## src/rtl/ocmp_pkg.sv

```systemverilog
package ocmp_pkg;

   localparam int unsigned MODE_BITS = 4;

   localparam logic [MODE_BITS-1:0] M_OFF    = 4'b0000;
   localparam logic [MODE_BITS-1:0] M_TOGGLE = 4'b0010;
   localparam logic [MODE_BITS-1:0] M_SET    = 4'b1000;
   localparam logic [MODE_BITS-1:0] M_CLEAR  = 4'b1001;
   localparam logic [MODE_BITS-1:0] M_IRQ    = 4'b1010;
   localparam logic [MODE_BITS-1:0] M_TRIG   = 4'b1011;

   typedef enum logic [2:0] {
      PA_HOLD = 3'd0,
      PA_TOG  = 3'd1,
      PA_SET  = 3'd2,
      PA_CLR  = 3'd3,
      PA_LOW  = 3'd4
   } pin_act_e;

   typedef struct packed {
      pin_act_e pin_act;
      logic     drive;
      logic     raise_irq;
      logic     trigger;
   } act_t;

   function automatic act_t decode_mode(input logic [MODE_BITS-1:0] m);
      act_t a;
      a = '{pin_act: PA_HOLD, drive: 1'b0, raise_irq: 1'b0, trigger: 1'b0};
      unique case (m)
         M_OFF:    a.pin_act = PA_LOW;
         M_TOGGLE: begin a.pin_act = PA_TOG; a.drive = 1'b1; a.raise_irq = 1'b1; end
         M_SET:    begin a.pin_act = PA_SET; a.drive = 1'b1; a.raise_irq = 1'b1; end
         M_CLEAR:  begin a.pin_act = PA_CLR; a.drive = 1'b1; a.raise_irq = 1'b1; end
         M_IRQ:    a.raise_irq = 1'b1;
         M_TRIG:   begin a.raise_irq = 1'b1; a.trigger = 1'b1; end
         default:  ;
      endcase
      return a;
   endfunction

endpackage

```

## src/rtl/ocmp_match.sv

```systemverilog
module ocmp_match #(
   parameter int unsigned WIDTH    = 16,
   parameter bit          ONE_SHOT = 1'b1
) (
   input  logic             clk_i,
   input  logic             rst_i,
   input  logic [WIDTH-1:0] timer_i,
   input  logic [WIDTH-1:0] cmp_i,
   output logic             hit_o
);

   if (WIDTH < 2) begin : g_bad_width
      $error("ocmp_match: WIDTH must be at least 2");
   end

   logic eq;
   assign eq = (timer_i == cmp_i);

   if (ONE_SHOT) begin : g_edge
      logic eq_q;
      always_ff @(posedge clk_i) begin
         if (rst_i) eq_q <= 1'b0;
         else       eq_q <= eq;
      end
      assign hit_o = eq & ~eq_q;

      AST_HIT_ONCE: assert property (@(posedge clk_i) disable iff (rst_i)
         hit_o |=> !hit_o) else $error("hit repeated");
   end else begin : g_level
      assign hit_o = eq;
   end

endmodule

```

## src/rtl/ocmp_pin.sv

```systemverilog
module ocmp_pin
   import ocmp_pkg::*;
(
   input  logic clk_i,
   input  logic rst_i,
   input  act_t act_i,
   input  logic entry_i,
   input  logic hit_i,
   output logic pin_o,
   output logic oe_o
);

   logic pin_d;

   always_comb begin
      pin_d = pin_o;
      if (act_i.pin_act == PA_LOW) begin
         pin_d = 1'b0;
      end else if (entry_i) begin
         if (act_i.pin_act == PA_SET)      pin_d = 1'b0;
         else if (act_i.pin_act == PA_CLR) pin_d = 1'b1;
      end else if (hit_i) begin
         case (act_i.pin_act)
            PA_TOG:  pin_d = ~pin_o;
            PA_SET:  pin_d = 1'b1;
            PA_CLR:  pin_d = 1'b0;
            default: pin_d = pin_o;
         endcase
      end
   end

   always_ff @(posedge clk_i) begin
      if (rst_i) begin
         pin_o <= 1'b0;
         oe_o  <= 1'b0;
      end else begin
         pin_o <= pin_d;
         oe_o  <= act_i.drive;
      end
   end

   AST_SET_HIGH: assert property (@(posedge clk_i) disable iff (rst_i)
      (hit_i && !entry_i && act_i.pin_act == PA_SET) |=> pin_o) else $error("set");
   AST_CLR_LOW: assert property (@(posedge clk_i) disable iff (rst_i)
      (hit_i && !entry_i && act_i.pin_act == PA_CLR) |=> !pin_o) else $error("clear");
   AST_TOGGLE_FLIP: assert property (@(posedge clk_i) disable iff (rst_i)
      (hit_i && !entry_i && act_i.pin_act == PA_TOG) |=> (pin_o != $past(pin_o))) else $error("toggle");
   AST_ENTRY_PRESET: assert property (@(posedge clk_i) disable iff (rst_i)
      (entry_i && act_i.pin_act == PA_SET) |=> !pin_o) else $error("preset");
   AST_OFF_LOW: assert property (@(posedge clk_i) disable iff (rst_i)
      (act_i.pin_act == PA_LOW) |=> !pin_o) else $error("off");

endmodule

```

## src/rtl/ocmp_events.sv

```systemverilog
module ocmp_events
   import ocmp_pkg::*;
#(
   parameter bit GATE_ADC = 1'b1
) (
   input  logic clk_i,
   input  logic rst_i,
   input  act_t act_i,
   input  logic hit_i,
   input  logic adc_en_i,
   output logic irq_o,
   output logic tmr_clr_o,
   output logic adc_go_o
);

   logic adc_ok;

   if (GATE_ADC) begin : g_gated
      assign adc_ok = adc_en_i;
   end else begin : g_free
      assign adc_ok = 1'b1;
   end

   always_ff @(posedge clk_i) begin
      if (rst_i) begin
         irq_o     <= 1'b0;
         tmr_clr_o <= 1'b0;
         adc_go_o  <= 1'b0;
      end else begin
         irq_o     <= hit_i & act_i.raise_irq;
         tmr_clr_o <= hit_i & act_i.trigger;
         adc_go_o  <= hit_i & act_i.trigger & adc_ok;
      end
   end

   AST_IRQ_SINGLE: assert property (@(posedge clk_i) disable iff (rst_i)
      irq_o |=> !irq_o) else $error("irq width");
   AST_CLR_SINGLE: assert property (@(posedge clk_i) disable iff (rst_i)
      tmr_clr_o |=> !tmr_clr_o) else $error("clr width");
   AST_ADC_WITH_CLR: assert property (@(posedge clk_i) disable iff (rst_i)
      adc_go_o |-> (tmr_clr_o && irq_o)) else $error("adc alone");

endmodule

```

## src/rtl/ocmp_unit.sv

```systemverilog
module ocmp_unit
   import ocmp_pkg::*;
#(
   parameter int unsigned TMR_W    = 16,
   parameter int unsigned MODE_W   = 4,
   parameter bit          ONE_SHOT = 1'b1,
   parameter bit          GATE_ADC = 1'b1
) (
   input  logic              clk_i,
   input  logic              rst_i,
   input  logic [TMR_W-1:0]  timer_i,
   input  logic [TMR_W-1:0]  cmp_i,
   input  logic [MODE_W-1:0] mode_i,
   input  logic              adc_en_i,
   output logic              pin_o,
   output logic              pin_oe_o,
   output logic              irq_o,
   output logic              tmr_clr_o,
   output logic              adc_go_o
);

   if (MODE_W != MODE_BITS) begin : g_bad_mode
      $error("ocmp_unit: MODE_W must equal the package mode width");
   end

   logic [MODE_W-1:0] mode_q;
   logic              entry;
   logic              hit_raw;
   logic              hit_ok;
   act_t              act;

   always_ff @(posedge clk_i) begin
      if (rst_i) mode_q <= M_OFF;
      else       mode_q <= mode_i;
   end

   assign entry  = (mode_i != mode_q);
   assign act    = decode_mode(mode_i);
   assign hit_ok = hit_raw & ~entry;

   ocmp_match #(.WIDTH(TMR_W), .ONE_SHOT(ONE_SHOT)) u_match (
      .clk_i   (clk_i),
      .rst_i   (rst_i),
      .timer_i (timer_i),
      .cmp_i   (cmp_i),
      .hit_o   (hit_raw)
   );

   ocmp_pin u_pin (
      .clk_i   (clk_i),
      .rst_i   (rst_i),
      .act_i   (act),
      .entry_i (entry),
      .hit_i   (hit_ok),
      .pin_o   (pin_o),
      .oe_o    (pin_oe_o)
   );

   ocmp_events #(.GATE_ADC(GATE_ADC)) u_events (
      .clk_i     (clk_i),
      .rst_i     (rst_i),
      .act_i     (act),
      .hit_i     (hit_ok),
      .adc_en_i  (adc_en_i),
      .irq_o     (irq_o),
      .tmr_clr_o (tmr_clr_o),
      .adc_go_o  (adc_go_o)
   );

   AST_RESERVED_QUIET: assert property (@(posedge clk_i) disable iff (rst_i)
      (mode_i == 4'b0001 || mode_i == 4'b0011) |=> !(irq_o || tmr_clr_o || adc_go_o)) else $error("reserved");
   AST_IRQ_MODE_PIN_FREE: assert property (@(posedge clk_i) disable iff (rst_i)
      (mode_i == M_IRQ) |=> (!pin_oe_o && $stable(pin_o))) else $error("irq mode pin");
   AST_OE_MODES: assert property (@(posedge clk_i) disable iff (rst_i)
      1'b1 |=> (pin_oe_o == ($past(mode_i) == M_TOGGLE || $past(mode_i) == M_SET || $past(mode_i) == M_CLEAR))) else $error("oe");

endmodule

```

## config.mk

```make
export PLATFORM = sky130hd
export DESIGN_NAME = ocmp_unit
export DESIGN_NICKNAME = d
export VERILOG_FILES = /design/src/rtl/ocmp_pkg.sv /design/src/rtl/ocmp_match.sv /design/src/rtl/ocmp_pin.sv /design/src/rtl/ocmp_events.sv /design/src/rtl/ocmp_unit.sv
export SDC_FILE = /design/constraint.sdc
export NUM_CORES = 1
export LEC_CHECK = 0
export CAP_MARGIN = 30
export CORE_MARGIN = 2
export CORE_UTILIZATION = 45
export DETAILED_ROUTE_END_ITERATION = 10
export DONT_BUFFER_PORTS = 1
export GPL_ROUTABILITY_DRIVEN = 0
export GPL_TIMING_DRIVEN = 0
export SLEW_MARGIN = 20
export SYNTH_ARGS = -nofsm -noshare
export SYNTH_HDL_FRONTEND = slang
export SYNTH_SLANG_ARGS = --single-unit
```

## constraint.sdc

```tcl
create_clock -name clk_i -period 2.52 [get_ports clk_i]
set_input_delay 0.504 -clock clk_i [delete_from_list [all_inputs] [get_ports clk_i]]
set_output_delay 0.504 -clock clk_i [all_outputs]
set_load 0.05 [all_outputs]
```

# After elaboration in Yosys (flattened, before gate mapping)
# Index checks and enable logic that the tools add are counted.
dict set report classes {
  n_eq_ne 12
  mux 9
  bitwise_logic 8
  reduce_logical 7
}
# cell count
set ops {}
lappend ops {{== test 16 bit} 1}
lappend ops {{== test 4 bit, second input constant} 4}
lappend ops {{case mux 3 bit (4 select lines)} 1}
lappend ops {{2-to-1 mux 1 bit} 7}
lappend ops {{== test 3 x 2 -> 1 bit, second input constant} 2}
lappend ops {{bitwise AND 1 bit} 5}
lappend ops {{OR reduction 5 bit} 1}
lappend ops {{== test 4 x 2 -> 1 bit, second input constant} 1}
lappend ops {{zero test 4 bit} 1}
lappend ops {{inequality test 4 bit} 1}
lappend ops {{== test 3 x 1 -> 1 bit, second input constant} 1}
lappend ops {{== test 3 bit, second input constant} 1}
lappend ops {{inequality test 3 x 1 -> 1 bit, second input constant} 1}
lappend ops {{NOT 1 bit} 3}
lappend ops {{case mux 1 bit (3 select lines)} 1}
lappend ops {{AND reduction 3 bit} 1}
lappend ops {{nonzero test 3 bit} 1}
lappend ops {{OR reduction 3 bit} 1}
lappend ops {{nonzero test 2 bit} 1}
lappend ops {{OR reduction 2 bit} 1}
dict set report word_totals {
  register_bits 10
  elab_cells 43
}

# Depth between registers and ports, before layout
# Gate-level depths: netlist of the first run.
dict set report depth {
  ltp_word 6
  ltp_mapped 6
}

# Modules after synthesis
# A second synthesis of the first run with hierarchy kept.
dict set report hier_totals {
  cells_unflattened 71
  hier_area_um2 634.4
}
# mod instances cells_each area_per_inst_um2
set modules_own_cells {}
lappend modules_own_cells {ocmp_unit 1 28 222.7}
lappend modules_own_cells {ocmp_match 1 24 198.9}
lappend modules_own_cells {ocmp_pin 1 13 122.6}
lappend modules_own_cells {ocmp_events 1 6 90.1}

# Worst setup path after synthesis of the first run
# No wires, ideal clock.
dict set report synth_timing {
  path_type {input -> register}
  from {in mode_i[0]}
  to {reg u_pin.pin_o}
  setup_ns 0.120
  arrival_ns 1.403
  required_time_ns 2.400
  slack_ns 0.997
  cell_stages 6
  path_buffers 1
  path_cell_list {buf_6 > xor2_1 > nor4_2 > nand2_2 > nor3_1 > o2bb2ai_1}
}
dict set report synth_between {
  elab_chain_len 6
}
# element line
set synth_lines {}
lappend synth_lines {{start: declaration} ocmp_unit.sv:13} ;# input logic [MODE_W-1:0] mode_i,
lappend synth_lines {{== test 4 bit (tied with other cells)} ocmp_pkg.sv:30} ;# unique case (m)
lappend synth_lines {{case mux 3 bit (4 select lines)} ocmp_pkg.sv:30}
lappend synth_lines {{== test 3 x 2 -> 1 bit (tied with other cells)} {ocmp_pin.sv:21, ocmp_pin.sv:23}}
lappend synth_lines {{case mux 1 bit (3 select lines)} ocmp_pin.sv:23} ;# case (act_i.pin_act)
lappend synth_lines {{2-to-1 mux 1 bit} ocmp_pin.sv:22} ;# end else if (hit_i) begin
lappend synth_lines {{2-to-1 mux 1 bit} ocmp_pin.sv:19} ;# end else if (entry_i) begin
lappend synth_lines {{end signal: assignment} ocmp_pin.sv:37} ;# pin_o <= pin_d;
lappend synth_lines {{end: declaration} ocmp_pin.sv:9} ;# output logic pin_o,
# Several ways; a longest one is shown, not always the timed one. The select of a mux whose other input is x is not followed.
# A chain may end at the register's enable or synchronous reset.

# Worst setup path after layout of the first run
dict set report layout_timing {
  from {reg u_pin.pin_o}
  to {out pin_o}
}
# element line
set layout_rtl {}
lappend layout_rtl {{end: declaration} ocmp_unit.sv:15} ;# output logic pin_o,
# No word-level cell between the ends.

==> results of run 1 <==
logic make-up (layout without fill, tap and decap cells):
kind of cell	Yosys count	in the layout	share of synthesized area
simple gates	28	28	0.303
xor+xnor	19	19	0.262
flops	10	10	0.315
compound gates	7	7	0.0728
buf+inv	5	8	0.0472
cells in the mapped netlist, drive strengths merged:
library cell | number | area, um2
a21oi | 4 | 20.0
a31oi | 1 | 6.26
and2 | 1 | 6.26
and3 | 3 | 21.3
buf | 2 | 18.8
dfxtp | 10 | 200
inv | 3 | 11.3
nand2 | 1 | 6.26
nand3 | 1 | 5.00
nand4 | 1 | 12.5
nor2 | 6 | 25.0
nor2b | 2 | 12.5
nor3 | 7 | 35.0
nor4 | 6 | 68.8
o2bb2ai | 1 | 8.76
o32a | 1 | 11.3
xor2 | 19 | 166
where the power goes:
part,internal (mW),switching (mW)
Sequential,0.163,0.00692
Clock,0.0547,0.0467
Combinational,0.0259,0.0273
cells in the final DEF (no fill, tap or decap), drive strengths merged:
cell type	instances
a21oi	4
a31oi	1
and2	1
and3	3
buf	2
clkbuf	3
dfxtp	10
inv	3
nand2	1
nand3	1
nand4	1
nor2	6
nor2b	2
nor3	7
nor4	6
o2bb2ai	1
o32a	1
xor2	19
routing by layer:
layer | share of wire | vias to the layer above | wire [um] | global-route usage
li1 | - | 246 | - | -
met1 | 0.42 | 206 | 454 | 0.171
met2 | 0.47 | 29 | 510 | 0.200
met3 | 0.12 | 0 | 128 | 0.0957
met4 | 0 | 0 | 0 | 0.0194
met5 | 0 | - | 0 | 0
registers in the layout (all words and copies together), names as in the netlist:
signal,flops
u_pin.oe_o,1
u_events.adc_go_o,1
u_events.irq_o,1
u_pin.pin_o,1
u_events.tmr_clr_o,1
mode_q,4
u_match.g_edge.eq_q,1
worst max-delay path by stage:
stage                startpoint          end  slack [ps]  depth (start not counted)
global route           cmp_i[5]  u_pin.pin_o        1020                          5
finish              u_pin.pin_o        pin_o        1070                          0
global placement       cmp_i[5]  u_pin.pin_o         870                          5
floorplan             mode_i[0]  u_pin.pin_o        1000                          6
CTS                 u_pin.pin_o        pin_o        1060                          0
detailed placement    mode_i[0]  u_pin.pin_o         850                          6
final cells by class:
class / count / area [um2] / share of cell area
inverters: 3 / 11.3 / 0.0166
plain buffers: 2 / 18.8 / 0.0277
flip-flops and latches: 10 / 200 / 0.296
well taps: 15 / 18.8 / 0.0277
multi-input cells: 54 / 405 / 0.599
clock buffers: 3 / 22.5 / 0.0333
==> impl_metrics.yaml, run 1 <==
timing:
  final_hold_viol_count: 0
  skew_ps: 2.30
  slew_viol_final: 0
  fin_hold_ws_ps: 305
  fmax_mhz: 691
  finalSetupViolCount: 0
  tns_ps: 0
  relSlewSlack: 0.611
  grt_setup_unrepaired: "false"
  period_share: 0.574
  worst_slew_pin_slew_ps: 583
  worst_slack_ps: 1070
  period_needed_ps: 1450
status:
  status: "complete, no violations"
die:
  die_y_um: 41.6
  pin_count: 44
  core_um2: 1320
  dieArea_um2: 1730
  initial_core_util: 0.482
  rows: 13
  die_width_um: 41.6
cells_and_area:
  nets: 113
  fill_cells: 127
  post-route-util: 0.514
  diodes: 0
  area_delta_synth_final_pct: 6.50
  drive_gt1_frac: 0.222
  stdcell_count: 87
  finalInstanceArea_um2: 677
placed_design:
  post-dp-hpwl_um: 909
  placedInstanceArea_um2: 654
  dp_slack_ps: 847
  numPortBuffers: 0
  dp.cells: 84
cts:
  cts_resized: 0
  clkSinkCount: 10
  post_cts_buffers: 0
  cts_root_buffer: "clkbuf_4"
  htreeDepth: 1
  cts.clk_slew.worst_paths_ps: 60
  hold_buffers: 0
  cts_buffer_depth: 2
  cts_tree: "done"
  clk_latency_ps: 260
  cts_buffers: 3
yosys:
  synth_area_um2: 636
  syn_inst: 69
  synth.distinct_cells: 21
  ys_seq_area_frac: 0.315
  synthesis.nets: 108
  synth-seq-cells: 10
  synth_warnings: 0
  syn_avg_cell_area_um2: 9.21
worst_setup_path:
  reg2reg_to: "u_pin.pin_o"
  r2r_start: "mode_q[0]"
  required_ps: 2020
  critPathLaunchType: "register"
  crit_path_max_fanout: 4
  r2r_cells: 5
  cp.arrival_ps: 940
  critPathCaptureType: "primary output"
  worstSetupPathType: "reg2out"
  r2r_setup_slack_ps: 1180
detailed_routing:
  route.detailed.vias_per_inst: 5.53
  vias: 481
  dr.pass1.iters: 4
  wl_per_cell_um: 12.6
  ant_nets: 0
  drtIter0Drc: 3
  drt-total-wl_mm: 1.09
  drc: 0
global_route:
  grt_pass1_vias: 437
  grt_max_degree: 9
  grt_first_pass_wirelength_mm: 1.84
  grtUsageTotal: 0.138
  antenna_found_initial: 0
  grt_overflow: 0
min_path:
  hold_depth: 1
  hold_path_class: "in2reg"
  hp-start: "rst_i"
  worst_hold_path.endpoint: "mode_q[1]"
job:
  drv_cap: 0
power_and_ir_drop:
  p_per_area_nw_per_um2: 479
  ir_drop_uv: 330
  leakagePower_nw: 0.267
  finalPower_uw: 324
Note: power is estimated with default switching activity, not from simulation.
==> run 2, diff against run 1 <==
--- a/config.mk
+++ b/config.mk
@@ -5,6 +5,7 @@
 export SDC_FILE = /design/constraint.sdc
 export NUM_CORES = 1
 export LEC_CHECK = 0
+export ABC_AREA = 1
 export CAP_MARGIN = 30
 export CORE_MARGIN = 2
 export CORE_UTILIZATION = 45
==> constraint.sdc (replaced) <==
create_clock -name clk_i -period 1.2 [get_ports clk_i]
set_input_delay 0.24 -clock clk_i [delete_from_list [all_inputs] [get_ports clk_i]]
set_output_delay 0.24 -clock clk_i [all_outputs]
set_load 0.05 [all_outputs]
==> run 2 against run 1 <==
Sequential share of layout area shrank 4.6 points. Critical endpoint is now u_pin.pin_o. Die area grew 15%. Cell count grew 83%. Non-clock buffer count shrank 1. Global-route usage grew 2.6 points. The flow now finishes with violations (setup timing). First-iteration DRC count grew to 2.7 times the previous value. Flip-flop and latch count is the same. Synthesized area grew 17%. Via count grew 55%. Power grew 140%.
==> impl_metrics.yaml, run 2 <==
global_route:
  grt_first_pass_wirelength_mm: 2.41
  grt_max_degree: 9
  antenna_found_initial: 0
  grt_pass1_vias: 653
  grt_overflow: 0
  grtUsageTotal: 0.164
timing:
  slew_viol_final: 0
  worst_slack_ps: -24.9
  worst_slew_pin_slew_ps: 550
  period_share: 1.02
  fmax_mhz: 816
  period_needed_ps: 1220
  skew_ps: 1.19
  finalSetupViolCount: 1
  relSlewSlack: 0.633
  tns_ps: -24.9
  final_hold_viol_count: 0
  grt_setup_unrepaired: "true"
worst_setup_path:
  crit_family: "simple AND/OR/NAND/NOR gates"
  cp.arrival_ps: 1390
  worstSetupPathType: "reg2reg"
  required_ps: 1360
  cpPeakStageDelay_ps: 330
  critPathCaptureType: "register"
  critPathLaunchType: "register"
  r2r_cells: 9
  cp_cell_sequence: "inv_1 -> nand2_1 -> nand2_1 -> nor2_2 -> nand2_2 -> nor2_2 -> nand4_1 -> a21oi_2 -> nor2_1"
  crit_path_max_fanout: 3
  critPathSlowestCell: "dfxtp_1"
  path_depth: 9
  path_buf_inv: 1
cells_and_area:
  final_common_cell: "nand2_1"
  fill_cells: 173
  drive_gt1_frac: 0.126
  largest_register_ffs: 4
  area_delta_synth_final_pct: 9.95
  diodes: 0
  nets: 183
  top_register: "mode_q"
  final_cell_mix: "47 x nand2_1, 29 x nor2_1, 27 x inv_1, 7 x dfxtp_1"
  finalInstanceArea_um2: 816
yosys:
  synth-seq-cells: 10
  ys_seq_area_frac: 0.270
  synth.distinct_cells: 17
  synth_warnings: 0
  syn_inst: 139
  yosysTopAreaCell: "dfxtp_1"
  syn_avg_cell_area_um2: 5.34
  synth_area_leaders: "dfxtp_1 27%, nand2_1 24%, nor2_1 15%"
  synthesis.nets: 178
  synth_edf_count: 0
  synthFlopType: "dfxtp_1"
  yosysMostFrequentCell: "nand2_1"
  synth_common_cells: "47 x nand2_1, 29 x nor2_1, 28 x inv_1, 10 x dfxtp_1"
  synth_top_area_frac: 0.270
  ys_async_sr_fraction: 0
  synth_area_um2: 742
detailed_routing:
  vias: 747
  drt-total-wl_mm: 1.34
  ant_nets: 0
  route.detailed.vias_per_inst: 4.70
  dr.pass1.iters: 4
  wl_per_cell_um: 8.45
  drtIter0Drc: 8
  drc: 0
placed_design:
  dp_slack_ps: 17.5
  placedInstanceArea_um2: 762
  post-dp-hpwl_mm: 1.12
  numPortBuffers: 0
status:
  status: "finished with violations"
  violations: "setup timing"
cts:
  cts.clk_slew.worst_paths_ps: 60
  cts_tree: "done"
  clkSinkCount: 10
  htreeDepth: 1
  cts_buffer_depth: 2
  clk_latency_ps: 260
  hold_buffers: 0
  post_cts_buffers: 0
  cts_buffers: 3
  cts_root_buffer: "clkbuf_4"
  cts_resized: 0
die:
  initial_core_util: 0.487
  pin_count: 44
  die_width_um: 44.6
  core_um2: 1520
  die_y_um: 44.6
  rows: 14
  dieArea_um2: 1990
power_and_ir_drop:
  p_per_area_nw_per_um2: 959
  leakagePower_nw: 0.484
  ir_drop_uv: 675
job:
  drv_cap: 0
min_path:
  hold_depth: 2
  hold_path_class: "in2reg"
run 2: final timing paths:
path,start,endpoint,slack (ps)
setup / recovery,mode_q[3],u_pin.pin_o,-20
hold / removal,mode_i[2],mode_q[2],100
setup reg to reg,mode_q[3],u_pin.pin_o,-20
hold reg to reg,u_match.g_edge.eq_q,u_events.irq_o,640
run 2: cell type report:
cell class                 count  area (um2)  share of cell area
buffer                         1        3.75             0.00460
multi-input combinational     97         435               0.534
tap                           16        20.0              0.0245
sequential                    10         204               0.250
clock buffer                   4        36.3              0.0445
inverter                      31         116               0.143
run 2: power by group:
group | internal [mW] | total, mW | switching [mW]
clock | 0.184 | 0.297 | 0.112
sequential | 0.343 | 0.360 | 0.0169
combinational | 0.0540 | 0.126 | 0.0718
run 2: cells by family (layout without fill, tap and decap cells):
kind of cell	Yosys count	in the layout	share of synthesized area
DFF	10	10	0.270
AOI/OAI and AO/OA	4	4	0.0337
and+or+nand+nor	89	89	0.487
buffers and inverters	32	36	0.162
xor gates and xnor gates	4	4	0.0472
run 2: per-stage QoR:
step / hold slack, ps / std cells / util / power, mW
floorplan: 358 / 139 / - / 0.475
global placement: 373 / 155 / 0.500 / 0.488
detailed placement: 377 / 155 / 0.500 / 0.491
CTS: 94.9 / 159 / 0.524 / 0.791
global route: 82.2 / 159 / 0.535 / 0.853
finish: 95.9 / 159 / 0.535 / 0.783
run 2: metal layers:
layer,up-vias,wire length [um],track usage
met2,28,629,0.275
met5,-,0,0
met4,0,6,0.0364
met3,2,147,0.0816
met1,305,560,0.184
li1,412,-,-
run 2: worst reg2reg max path, delay by kind of cell (launching register included):
family	cells	cell delay [ps]
buffers and inverters	1	40
AO/OA/AOI/OAI	1	160
AND/OR/NAND/NOR	7	600
flip-flops	1	330
==> run 3, diff against run 2 <==
--- a/config.mk
+++ b/config.mk
@@ -7,12 +7,12 @@
 export LEC_CHECK = 0
 export ABC_AREA = 1
 export CAP_MARGIN = 30
-export CORE_MARGIN = 2
 export CORE_UTILIZATION = 45
 export DETAILED_ROUTE_END_ITERATION = 10
 export DONT_BUFFER_PORTS = 1
 export GPL_ROUTABILITY_DRIVEN = 0
 export GPL_TIMING_DRIVEN = 0
+export RECOVER_POWER = 25
 export SLEW_MARGIN = 20
 export SYNTH_ARGS = -nofsm -noshare
 export SYNTH_HDL_FRONTEND = slang
==> run 3 against run 2 <==
The run now ends clean. Global-route usage grew 0.84 points. Cell count is the same. Wire length shrank 3.9%. Count of clock-buffer cells in the layout is the same. Combinational power is essentially flat. Critical path depth is the same. Utilization grew 0.082 points. Die area shrank 8.8%. Power grew 1.1%. Final area grew 0.15%. Critical endpoint unchanged. Largest cell class unchanged. Highest routed layer unchanged.
==> impl_metrics.yaml, run 3 (same netlist as run 2, synthesis figures left out) <==
status:
  status: "complete, no violations"
die:
  initial_core_util: 0.487
  die_y_um: 42.6
  die_width_um: 42.6
  rows: 14
  core_um2: 1520
  dieArea_um2: 1820
  pin_count: 44
timing:
  worst_slack_ps: 16.2
  slew_viol_final: 0
  worst_slew_pin_slew_ps: 552
  period_share: 0.986
  grt_setup_unrepaired: "true"
  finalSetupViolCount: 0
  fmax_mhz: 845
  period_needed_ps: 1180
  relSlewSlack: 0.632
  skew_ps: 2.25
  final_hold_viol_count: 0
global_route:
  grt_max_degree: 9
  grt_pass1_vias: 678
  grt_first_pass_wirelength_mm: 2.42
  antenna_found_initial: 0
  grtUsageTotal: 0.172
  grt_overflow: 0
detailed_routing:
  route.detailed.vias_per_inst: 4.75
  drtIter0Drc: 15
  route.met2.wl_um: 596
  vias: 755
  ant_nets: 0
  dr.pass1.iters: 4
  wl_met1_um: 549
  drc: 0
  wl_per_cell_um: 8.12
  drt-total-wl_mm: 1.29
  dr_wl_met3_um: 135
  top_layer: "met4"
cells_and_area:
  area_delta_synth_final_pct: 10.1
  post-route-util: 0.536
  largest_register_ffs: 4
  drive_gt1_frac: 0.119
  diodes: 0
  top_register: "mode_q"
  nets: 183
  finalInstanceArea_um2: 817
  final_cell_mix: "47 x nand2_1, 29 x nor2_1, 27 x inv_1, 7 x dfxtp_1"
  final_common_cell: "nand2_1"
placed_design:
  dp_slack_ps: 1.21
  post-dp-hpwl_mm: 1.09
  numPortBuffers: 0
  placedInstanceArea_um2: 762
cts:
  cts_buffer_depth: 2
  clkSinkCount: 10
  post_cts_buffers: 0
  cts.clk_slew.worst_paths_ps: 70
  clk_latency_ps: 270
  cts_buffers: 3
  htreeDepth: 1
  hold_buffers: 0
  cts_root_buffer: "clkbuf_4"
  cts_tree: "done"
worst_setup_path:
  crit_path_max_fanout: 3
  cp_cell_sequence: "inv_1 -> nand2_1 -> nand2_1 -> nor2_2 -> nand2_2 -> nor2_4 -> nand4_1 -> a21oi_1 -> nor2_1"
  crit_family: "simple AND/OR/NAND/NOR gates"
  critPathSlowestCell: "dfxtp_2"
  cpPeakStageDelay_ps: 320
  cp.arrival_ps: 1350
  critPathLaunchType: "register"
  path_buf_inv: 1
  cp_common_cell: "nand2_1"
  worstSetupPathType: "reg2reg"
  critPathCaptureType: "register"
  required_ps: 1370
power_and_ir_drop:
  p_sw_uw: 210
  power.clock.fraction: 0.386
  p_int_uw: 582
  netSwitchingFraction: 0.265
  ir_drop_uv: 739
  combinationalPowerShare: 0.160
  seqPwrFrac: 0.455
  p_per_area_nw_per_um2: 969
  leakagePower_nw: 0.484
min_path:
  hold_path_class: "in2reg"
job:
  drv_cap: 0
## run 3: power groups by stage
stage | clock network (mW) | logic [mW] | registers, mW
6_report | 0.305 | 0.127 | 0.360
5_1_grt | 0.330 | 0.153 | 0.361
3_5_place_dp | 0 | 0.125 | 0.366
3_3_place_gp | 0 | 0.122 | 0.365
2_1_floorplan | 0 | 0.110 | 0.365
4_1_cts | 0.318 | 0.126 | 0.359
## run 3: per-layer routing
metal / GRT usage / vias up
met4: 0.0438 / 0
met3: 0.0776 / 3
li1: - / 415
met2: 0.302 / 32
met1: 0.187 / 305
met5: 0 / -
## run 3: timing repair
action                     CTS  global route
pin swaps                    0             2
resized for setup            2             5
setup endpoints to repair    1             4
## run 3: final timing paths
check                      start             end  slack (ps)  depth (start not counted)
max                    mode_q[2]     u_pin.pin_o          20                          9
min                    mode_i[2]       mode_q[2]          90                          2
max reg2reg            mode_q[2]     u_pin.pin_o          20                          9
min reg2reg  u_match.g_edge.eq_q  u_events.irq_o         660                          3
## run 3: metrics by stage
step                hold slack (ps)  instances  setup TNS [ps]  total power, mW
floorplan                       358        139               0            0.475
global placement                373        155               0            0.488
detailed placement              377        155               0            0.491
CTS                            78.6        159          -0.942            0.803
global route                   88.7        159            -360            0.844
finish                         87.3        159               0            0.792
## run 3: final cells by class
type	count	area, um2
fillers	171	707
well taps	16	20.0
plain buffers	1	3.75
flip-flops and latches	10	204
clock buffers	4	36.3
inverters	31	116
multi-input cells	97	437
